==> config.mk <==
export PLATFORM = sky130hd
export DESIGN_NAME = sb_up_clkgate
export DESIGN_NICKNAME = d
export VERILOG_FILES = /design/src/rtl/sb_up_pkg.sv /design/src/rtl/sb_cfg_check.sv /design/src/rtl/sb_phase_gen.sv /design/src/rtl/sb_status.sv /design/src/rtl/sb_up_clkgate.sv
export SDC_FILE = /design/constraint.sdc
export NUM_CORES = 1
export LEC_CHECK = 0
export CELL_PAD_IN_SITES_DETAIL_PLACEMENT = 0
export CELL_PAD_IN_SITES_GLOBAL_PLACEMENT = 1
export CORE_MARGIN = 4
export CORE_UTILIZATION = 30
export DETAILED_ROUTE_END_ITERATION = 16
export MAX_ROUTING_LAYER = met4
export PLACE_DENSITY_LB_ADDON = 0.1
export SLEW_MARGIN = 20
export SYNTH_ARGS = -nofsm -noshare
export SYNTH_HDL_FRONTEND = slang
export SYNTH_SLANG_ARGS = --single-unit
==> constraint.sdc <==
create_clock -name clk -period 1.9 [get_ports clk]
set_input_delay 0.19 -clock clk [delete_from_list [all_inputs] [get_ports clk]]
set_output_delay 0.19 -clock clk [all_outputs]
set_load 0.05 [all_outputs]
==> src/rtl/sb_up_pkg.sv <==
package sb_up_pkg;
  typedef enum logic [2:0] {
    ST_LOSS    = 3'b000,
    ST_RESTART = 3'b001
  } st_mode_e;

  function automatic logic rate_ok(input logic full, input logic [1:0] sel);
    if (full) return (sel != 2'b11);
    else      return (sel != 2'b01);
  endfunction
endpackage

==> src/rtl/sb_cfg_check.sv <==
module sb_cfg_check
  import sb_up_pkg::*;
(
  input  logic       clk,
  input  logic       rst,
  input  logic       bw_full,
  input  logic [1:0] rate_sel,
  output logic       bad_now,
  output logic       cfg_err
);
  assign bad_now = !rate_ok(bw_full, rate_sel);

  always_ff @(posedge clk) begin
    if (rst) cfg_err <= 1'b0;
    else     cfg_err <= bad_now;
  end

  a_r4_err_follows_cfg: assert property (@(posedge clk) disable iff (rst)
    (bw_full && rate_sel == 2'b11) |=> cfg_err);
endmodule

==> src/rtl/sb_phase_gen.sv <==
module sb_phase_gen #(
  parameter int DIV       = 3,
  parameter int FRAME_LEN = 16
) (
  input  logic clk,
  input  logic rst,
  input  logic line_en,
  input  logic hold,
  output logic sb_clk,
  output logic fall_tick
);
  localparam int PW = $clog2(DIV);
  localparam int FW = $clog2(FRAME_LEN);
  localparam logic [PW-1:0] PH_LAST = PW'(DIV - 1);
  localparam logic [FW-1:0] FR_LAST = FW'(FRAME_LEN - 1);

  logic [PW-1:0] ph, ph_n;
  logic [FW-1:0] fr, fr_n;
  logic          adv;

  assign adv       = line_en && !hold;
  assign fall_tick = adv && sb_clk;

  always_comb begin
    ph_n = ph;
    fr_n = fr;
    if (adv) begin
      if (ph == PH_LAST) begin
        ph_n = '0;
        fr_n = (fr == FR_LAST) ? '0 : fr + 1'b1;
      end else begin
        ph_n = ph + 1'b1;
      end
    end
  end

  always_ff @(posedge clk) begin
    if (rst || hold) begin
      ph     <= '0;
      fr     <= '0;
      sb_clk <= 1'b0;
    end else begin
      ph     <= ph_n;
      fr     <= fr_n;
      sb_clk <= (ph_n == PH_LAST) && (fr_n != FR_LAST);
    end
  end

  a_r11_clk_needs_tick: assert property (@(posedge clk) disable iff (rst)
    (sb_clk != $past(sb_clk)) |-> ($past(line_en) || $past(hold)));
endmodule

==> src/rtl/sb_status.sv <==
module sb_status
  import sb_up_pkg::*;
(
  input  logic       clk,
  input  logic       rst,
  input  logic       lock,
  input  logic       up_en,
  input  logic [2:0] err_sel,
  output logic       status
);
  logic lock_q, ever, regain;

  assign regain = lock && !lock_q && ever;

  always_ff @(posedge clk) begin
    if (rst) begin
      lock_q <= 1'b0;
      ever   <= 1'b0;
      status <= 1'b0;
    end else begin
      lock_q <= lock;
      ever   <= ever | lock_q;
      if (!up_en) status <= 1'b0;
      else begin
        case (err_sel)
          ST_LOSS:    status <= !lock;
          ST_RESTART: status <= regain;
          default:    status <= 1'b0;
        endcase
      end
    end
  end

  a_r9_reserved_quiet: assert property (@(posedge clk) disable iff (rst)
    (err_sel[2:1] != 2'b00) |=> !status);
  a_r10_disabled_quiet: assert property (@(posedge clk) disable iff (rst)
    !up_en |=> !status);
  a_r8_pulse_short: assert property (@(posedge clk) disable iff (rst)
    (status && err_sel == 3'b001 && $past(err_sel) == 3'b001 && lock) |=> !(err_sel == 3'b001 && status));
endmodule

==> src/rtl/sb_up_clkgate.sv <==
module sb_up_clkgate #(
  parameter int LANES     = 2,
  parameter int DIV       = 3,
  parameter int FRAME_LEN = 16
) (
  input  logic             clk,
  input  logic             rst,
  input  logic             line_en,
  input  logic [LANES-1:0] rx_bits,
  input  logic             lock,
  input  logic             up_en,
  input  logic             bw_full,
  input  logic [1:0]       rate_sel,
  input  logic [2:0]       err_sel,
  output logic             sb_clk,
  output logic [LANES-1:0] sb_data,
  output logic             status,
  output logic             cfg_err
);
  logic bad_now, fall_tick;

  sb_cfg_check u_cfg (
    .clk(clk), .rst(rst), .bw_full(bw_full), .rate_sel(rate_sel),
    .bad_now(bad_now), .cfg_err(cfg_err)
  );

  sb_phase_gen #(.DIV(DIV), .FRAME_LEN(FRAME_LEN)) u_ph (
    .clk(clk), .rst(rst), .line_en(line_en), .hold(bad_now),
    .sb_clk(sb_clk), .fall_tick(fall_tick)
  );

  for (genvar i = 0; i < LANES; i++) begin : g_lane
    always_ff @(posedge clk) begin
      if (rst)            sb_data[i] <= 1'b0;
      else if (fall_tick) sb_data[i] <= rx_bits[i];
    end
  end

  sb_status u_st (
    .clk(clk), .rst(rst), .lock(lock), .up_en(up_en),
    .err_sel(err_sel), .status(status)
  );

  a_r5_clk_low_on_err: assert property (@(posedge clk) disable iff (rst)
    cfg_err |-> !sb_clk);
  a_r6_data_on_fall: assert property (@(posedge clk) disable iff (rst)
    !$stable(sb_data) |-> $fell(sb_clk));
endmodule

==> impl_metrics.py, run 1 <==
metrics = {
    "sta": {
        "final-hold-violation-count": 0,
        "slew_viol_final": 0,
        "setup_viol": 0,
        "setup_tns_ns": 0,
        "worst_slack_ns": 0.3047,
        "grt_setup_unrepaired": "no",
        "final.setup_skew_ns": 0.002974,
        "fin_crit_ns": 1.595,
        "slew_headroom_pct": 67.20,
        "max_freq_mhz": 626.8,
        "tightestPinTransition_ns": 0.4905,
        "finalCritPeriodShare_pct": 83.96,
    },
    "floorplanning": {
        "core_area_sq_mm": 0.001783,
        "die_w_um": 52.13,
        "die-height_um": 52.13,
        "start_util_pct": 32.77,
        "die_area_sq_mm": 0.002718,
        "rows": 15,
        "ioPinCount": 18,
    },
    "critical_path": {
        "end_kind": "output port",
        "crit_path_max_incr_delay_ns": 0.80,
        "critical_path_depth": 1,
        "worstPathCellList": "clkdlybuf4s50_1",
        "critical_path_class": "flop to output port",
        "cp.required_ns": 1.71,
        "cpMaxStageDelayCell": "clkdlybuf4s50_1",
        "r2r_cells": 4,
        "start_kind": "flop",
        "crit_family": "buffers and inverters",
        "worstPathMaxFanout": 2,
        "cp.buffers_inverters": 1,
        "worst_ep_arrival_time_ns": 1.41,
    },
    "logic_synthesis": {
        "synth_warnings": 0,
        "yosysSeqAreaShare_pct": 44.54,
        "synth_cell_types": 22,
        "synth_cells": 61,
        "syn_avg_cell_area_sq_um": 9.579,
        "ys_ff_latch": 13,
        "syn_nets": 75,
        "syn_area_sq_um": 584.3,
    },
    "layout": {
        "diodes": 0,
        "fin_util_pct": 45.54,
        "fin_cells": 107,
        "fillers": 187,
        "synthToLayoutAreaGrowth_pct": 38.97,
        "fin_area_sq_um": 812.0,
        "drive_gt1_share_pct": 9.756,
        "nNetsFinal": 97,
    },
    "routing": {
        "drt_iter0_drc": 1,
        "postRouteAntennaNets": 0,
        "wl_um": 1138,
        "vias": 506,
        "drtPass1Iterations": 4,
        "wl_per_cell_um": 10.64,
        "drc": 0,
        "vias_per_cell": 4.729,
    },
    "cts": {
        "cts_tree": "built",
        "clk_pin_slew_ns": 0.07,
        "cts_made_buffers": 3,
        "cts_resized": 0,
        "post-cts-setup-buffers": 0,
        "cts_htree_levels": 1,
        "clockRootBuffer": "clkbuf_4",
        "ctsLongestPathBuffers": 2,
        "clk_latency_ns": 0.26,
        "ctsHoldBuffers": 0,
        "cts_sinks": 13,
    },
    "hold_path": {
        "hold_path_class": "flop to flop",
        "min_path_cells": 2,
    },
    "place": {
        "portBuffers": 17,
        "dp_cells": 103,
        "post-dp-hpwl_um": 911,
        "preCtsSetupSlack_ns": 0.2085,
        "gp_congestion": 0.7459,
        "dpl_cell_area_sq_um": 785.8,
    },
    "global_routing": {
        "antenna_found_initial": 0,
        "grt_pass1_vias": 414,
        "grt_max_degree": 9,
        "grt-ovfl-total": 0,
        "grt_use_total_pct": 9.096,
        "grt_pass1_wl_um": 1800,
    },
    "power": {
        "vdd_drop_max_mv": 0.3180,
        "power.density_mw_per_mm2": 634.9,
        "leakagePower_nw": 0.2887,
    },
    "flow_run": {
        "maxCapViolCount": 0,
    },
    "status": {
        "status": "complete, no violations",
    },
}
==> where the power goes <==
part           switching (mW)  total [mW]  internal (mW)  leakage, nW
combinational          0.0328      0.0708         0.0380        0.168
sequential            0.00470       0.285          0.280        0.106
clock                  0.0791       0.160         0.0811       0.0150
==> per-stage QoR <==
stage	hold WS, ns	power (mW)
6_report	0.4747	0.5156
3_3_place_gp	0.4492	0.3625
4_1_cts	0.4832	0.5267
2_1_floorplan	0.2616	0.3230
5_1_grt	0.5037	0.5558
3_5_place_dp	0.4601	0.3627
==> cell usage in the layout (no fill, tap or decap), types with 2 or more instances in the layout <==
cell,Yosys,final
a21oi_1,6,6
a31oi_1,2,2
clkbuf_4,0,3
clkdlybuf4s50_1,0,17
dfxtp_1,13,13
inv_1,2,2
mux2i_1,5,5
nand2_1,4,4
nand3b_1,4,4
nor2_1,9,9
nor3_1,2,2
o21ai_0,2,2
==> state kept, by name, summed over array words and instances (netlist names) <==
signal / count
u_cfg.cfg_err: 1
u_st.status: 1
u_st.lock_q: 1
u_ph.fr: 4
sb_data: 2
u_st.ever: 1
u_ph.sb_clk: 1
u_ph.ph: 2
==> per-layer routing <==
layer	part of all wire [%]	wire length, um	GRT usage, %
met1	45	509	10.42
met2	45	509	14.64
met3	8.5	97	2.865
met4	1.9	22	3.830
met5	0	0	-
==> synthesized netlist by cell type, drive strengths merged <==
| cell type | n | area share [%] |
|---|---|---|
| and4 | 1 | 1.5 |
| dfxtp | 13 | 45 |
| xnor2 | 1 | 2.8 |
| inv | 2 | 1.3 |
| nor2b | 1 | 1.1 |
| a21oi | 7 | 7.9 |
| a21bo | 1 | 1.7 |
| nand2b | 1 | 1.1 |
| nor3 | 2 | 1.7 |
| mux2i | 5 | 8.6 |
| nand4b | 1 | 1.5 |
| o21ai | 2 | 1.7 |
| a41oi | 1 | 1.5 |
| nand2 | 4 | 2.6 |
| mux2 | 1 | 2.6 |
| nand3b | 4 | 5.1 |
| a31oi | 2 | 2.1 |
| nand3 | 1 | 0.86 |
| and4b | 1 | 1.9 |
| nor2 | 9 | 5.8 |
| ha | 1 | 2.1 |
==> path summary, 6_finish.rpt <==
kind                          startpoint                      to  slack, ns
setup / recovery  u_ph.sb_clk$_SDFF_PP0_                  sb_clk       0.30
hold / removal    u_st.lock_q$_SDFF_PP0_    u_st.ever$_SDFF_PP0_       0.47
setup reg to reg   u_ph.ph[0]$_SDFF_PP0_  u_ph.sb_clk$_SDFF_PP0_       0.53
hold reg to reg   u_st.lock_q$_SDFF_PP0_    u_st.ever$_SDFF_PP0_       0.47
==> area by class of cell <==
type | instances | area [sq um] | area share (%)
clock buffers | 4 | 26.28 | 3.236
repair buffers | 17 | 170.2 | 20.96
multi-input cells | 46 | 316.6 | 38.98
inverters | 2 | 7.507 | 0.9245
well taps | 25 | 31.28 | 3.852
flip-flops and latches | 13 | 260.3 | 32.05
==> logic make-up (layout without fill, tap and decap cells) <==
family                   Yosys count  in the layout  share of synthesized area [%]
AND/OR/NAND/NOR                   25             25                          23.13
buffers and inverters              2             23                          1.285
flip-flops                        13             13                          44.54
XOR/XNOR                           1              1                          2.784
adder cells (fa/ha/maj)            1              1                          2.141
AO/OA/AOI/OAI                     13             13                          14.99
multiplexers                       6              6                          11.13
Power figures use the tool's default switching activity.
==> run 2: changes to the inputs <==
--- a/config.mk
+++ b/config.mk
@@ -8,7 +8,7 @@
 export CELL_PAD_IN_SITES_DETAIL_PLACEMENT = 0
 export CELL_PAD_IN_SITES_GLOBAL_PLACEMENT = 1
 export CORE_MARGIN = 4
-export CORE_UTILIZATION = 30
+export CORE_UTILIZATION = 29
 export DETAILED_ROUTE_END_ITERATION = 16
 export MAX_ROUTING_LAYER = met4
 export PLACE_DENSITY_LB_ADDON = 0.1
==> constraint.sdc (replaced) <==
create_clock -name clk -period 1.3 [get_ports clk]
set_input_delay 0.13 -clock clk [delete_from_list [all_inputs] [get_ports clk]]
set_output_delay 0.13 -clock clk [all_outputs]
set_load 0.05 [all_outputs]
==> run 2 against run 1 <==
Effect of this change:
- sequential share of layout area down 3.6 points
- routed wire length rose by 9.5%
- final cell count up 5.6%
- worst setup slack worse by 0.28 ns
- clock skew barely moved
- global-route usage up 0.91 points
- count of clock-buffer cells in the layout is the same
- non-clock buffer count up 6
- sequential power is 47% higher
==> impl_metrics.py, run 2 (synthesis results as in run 1) <==
metrics = {
    "place": {
        "portBuffers": 17,
        "post-dp-hpwl_um": 953.6,
        "dp_cells": 109,
        "preCtsSetupSlack_ns": -0.2498,
        "gp_congestion": 0.7279,
    },
    "sta": {
        "slew_viol_final": 0,
        "hold_ws_ns": 0.4520,
        "tightestPinTransition_ns": 0.2561,
        "final-hold-violation-count": 0,
        "slew_headroom_pct": 82.84,
        "final.setup_skew_ns": 0.003060,
        "worst_slack_ns": 0.01994,
        "fin_crit_ns": 1.280,
        "setup_tns_ns": 0,
        "max_freq_mhz": 781.2,
        "setup_viol": 0,
        "finalCritPeriodShare_pct": 98.47,
        "grt_setup_unrepaired": "yes",
    },
    "status": {
        "status": "complete, no violations",
    },
    "layout": {
        "fillers": 187,
        "mostFrequentLayoutCells": "clkdlybuf4s50_1, dfxtp_1, nor2_1, a21oi_1",
        "synthToLayoutAreaGrowth_pct": 57.17,
        "drive_gt1_share_pct": 25.00,
        "top_regs": "u_ph.fr (4), sb_data (2), u_ph.ph (2)",
        "top_register": "u_ph.fr",
        "nNetsFinal": 103,
        "diodes": 0,
        "largest_register_ffs": 4,
        "fin_cells": 113,
    },
    "cts": {
        "cts_sinks": 13,
        "clk_latency_ns": 0.27,
        "ctsLongestPathBuffers": 2,
        "clockRootBuffer": "clkbuf_4",
        "cts_made_buffers": 3,
        "cts_htree_levels": 1,
        "post-cts-setup-buffers": 0,
        "cts_tree": "built",
        "clk_pin_slew_ns": 0.08,
    },
    "hold_path": {
        "min_path_cells": 2,
        "hold_path_end": "u_st.status$_SDFF_PP0_",
        "hold_start": "up_en",
        "hold_path_class": "input port to flop",
    },
    "critical_path": {
        "worst_ep_arrival_time_ns": 1.44,
        "worstPathMaxFanout": 5,
        "reg2reg_slack_ns": 0.02,
        "start_kind": "flop",
        "regToRegStartpoint": "u_ph.ph[0]$_SDFF_PP0_",
        "critical_path_class": "flop to flop",
        "cp.required_ns": 1.46,
        "crit_path_max_incr_delay_ns": 0.34,
        "end_kind": "flop",
        "r2r_cells": 5,
        "rr_endpoint": "u_ph.fr[1]$_SDFF_PP0_",
        "cpMaxStageDelayCell": "dfxtp_2",
        "crit_start": "u_ph.ph[0]$_SDFF_PP0_",
        "worstPathCellList": "nand3b_1 -> a21oi_4 -> buf_6 -> mux2i_2 -> nor2_1",
    },
    "floorplanning": {
        "rows": 15,
        "die_w_um": 52.89,
        "die_area_sq_mm": 0.002797,
        "die-height_um": 52.89,
        "ioPinCount": 18,
        "core_area_sq_mm": 0.001821,
        "start_util_pct": 32.10,
    },
    "global_routing": {
        "grt_pass1_vias": 489,
        "grt_use_total_pct": 10.01,
        "grt-ovfl-total": 0,
        "grt_max_degree": 9,
        "antenna_found_initial": 0,
        "grt_pass1_wl_um": 2001,
    },
    "routing": {
        "postRouteAntennaNets": 0,
        "vias_per_cell": 4.619,
        "drt_iter0_drc": 3,
        "drtPass1Iterations": 4,
        "vias": 522,
        "wl_per_cell_um": 11.03,
        "drc": 0,
        "wl_um": 1246,
    },
    "power": {
        "power.density_mw_per_mm2": 853.6,
        "finalPower_mw": 0.7839,
        "vdd_drop_max_mv": 0.5622,
        "leakagePower_nw": 0.3410,
    },
    "flow_run": {
        "maxCapViolCount": 0,
    },
}
## run 2: stage by stage
| step | utilization, % | instance area, sq um |
|---|---|---|
| 2_1_floorplan | - | 584.3 |
| 5_1_grt | 50.45 | 918.4 |
| 3_3_place_gp | 48.38 | 880.8 |
| 6_report | 50.45 | 918.4 |
| 4_1_cts | 49.83 | 907.1 |
| 3_5_place_dp | 48.38 | 880.8 |
## run 2: cell type report
type	count	area, sq um	share of cell area, %
Clock buffer	4	26.28	2.861
Sequential cell	13	261.5	28.47
Multi-Input combinational cell	46	322.8	35.15
Timing Repair Buffer	23	269.0	29.29
Tap cell	25	31.28	3.406
Inverter	2	7.507	0.8174
## run 2: worst max path at each step
stage                                          to  slack (ns)
after floorplan           sb_data[0]$_SDFFE_PP0P_        0.02
after global placement     u_ph.sb_clk$_SDFF_PP0_       -0.22
after global routing        u_ph.fr[1]$_SDFF_PP0_       -0.04
final                       u_ph.fr[1]$_SDFF_PP0_        0.02
after detailed placement   u_ph.sb_clk$_SDFF_PP0_       -0.25
after CTS                  u_ph.sb_clk$_SDFF_PP0_       0.001
## run 2: layer usage
metal  part of all wire (%)  track usage (%)  up-vias  routed length (um)
li1                       -                -      274                   -
met1                     47            11.79      231                 582
met2                     46            15.70       15                 577
met3                    5.9            2.535        2                  74
met4                   0.96            5.106        0                  12
met5                      0                -        -                   0
## run 2: power breakdown
group,leakage [nW],internal [mW],total (mW),switching (mW)
clock network,0.0150,0.119,0.244,0.125
registers,0.106,0.410,0.418,0.00852
logic,0.220,0.0713,0.122,0.0510
## run 2: critical path: cells and delay by family (launching register included)
kind            cells  cell delay [ns]
compound gates      1             0.22
buf+inv             1             0.15
flops               1             0.34
mux                 1             0.19
simple gates        2             0.25
## run 2: timing repair
| action | 4_1_cts | 5_1_grt |
|---|---|---|
| hold buffers | 0 | 0 |
| setup endpoints to repair | 0 | 4 |
| gates resized for setup | 0 | 4 |
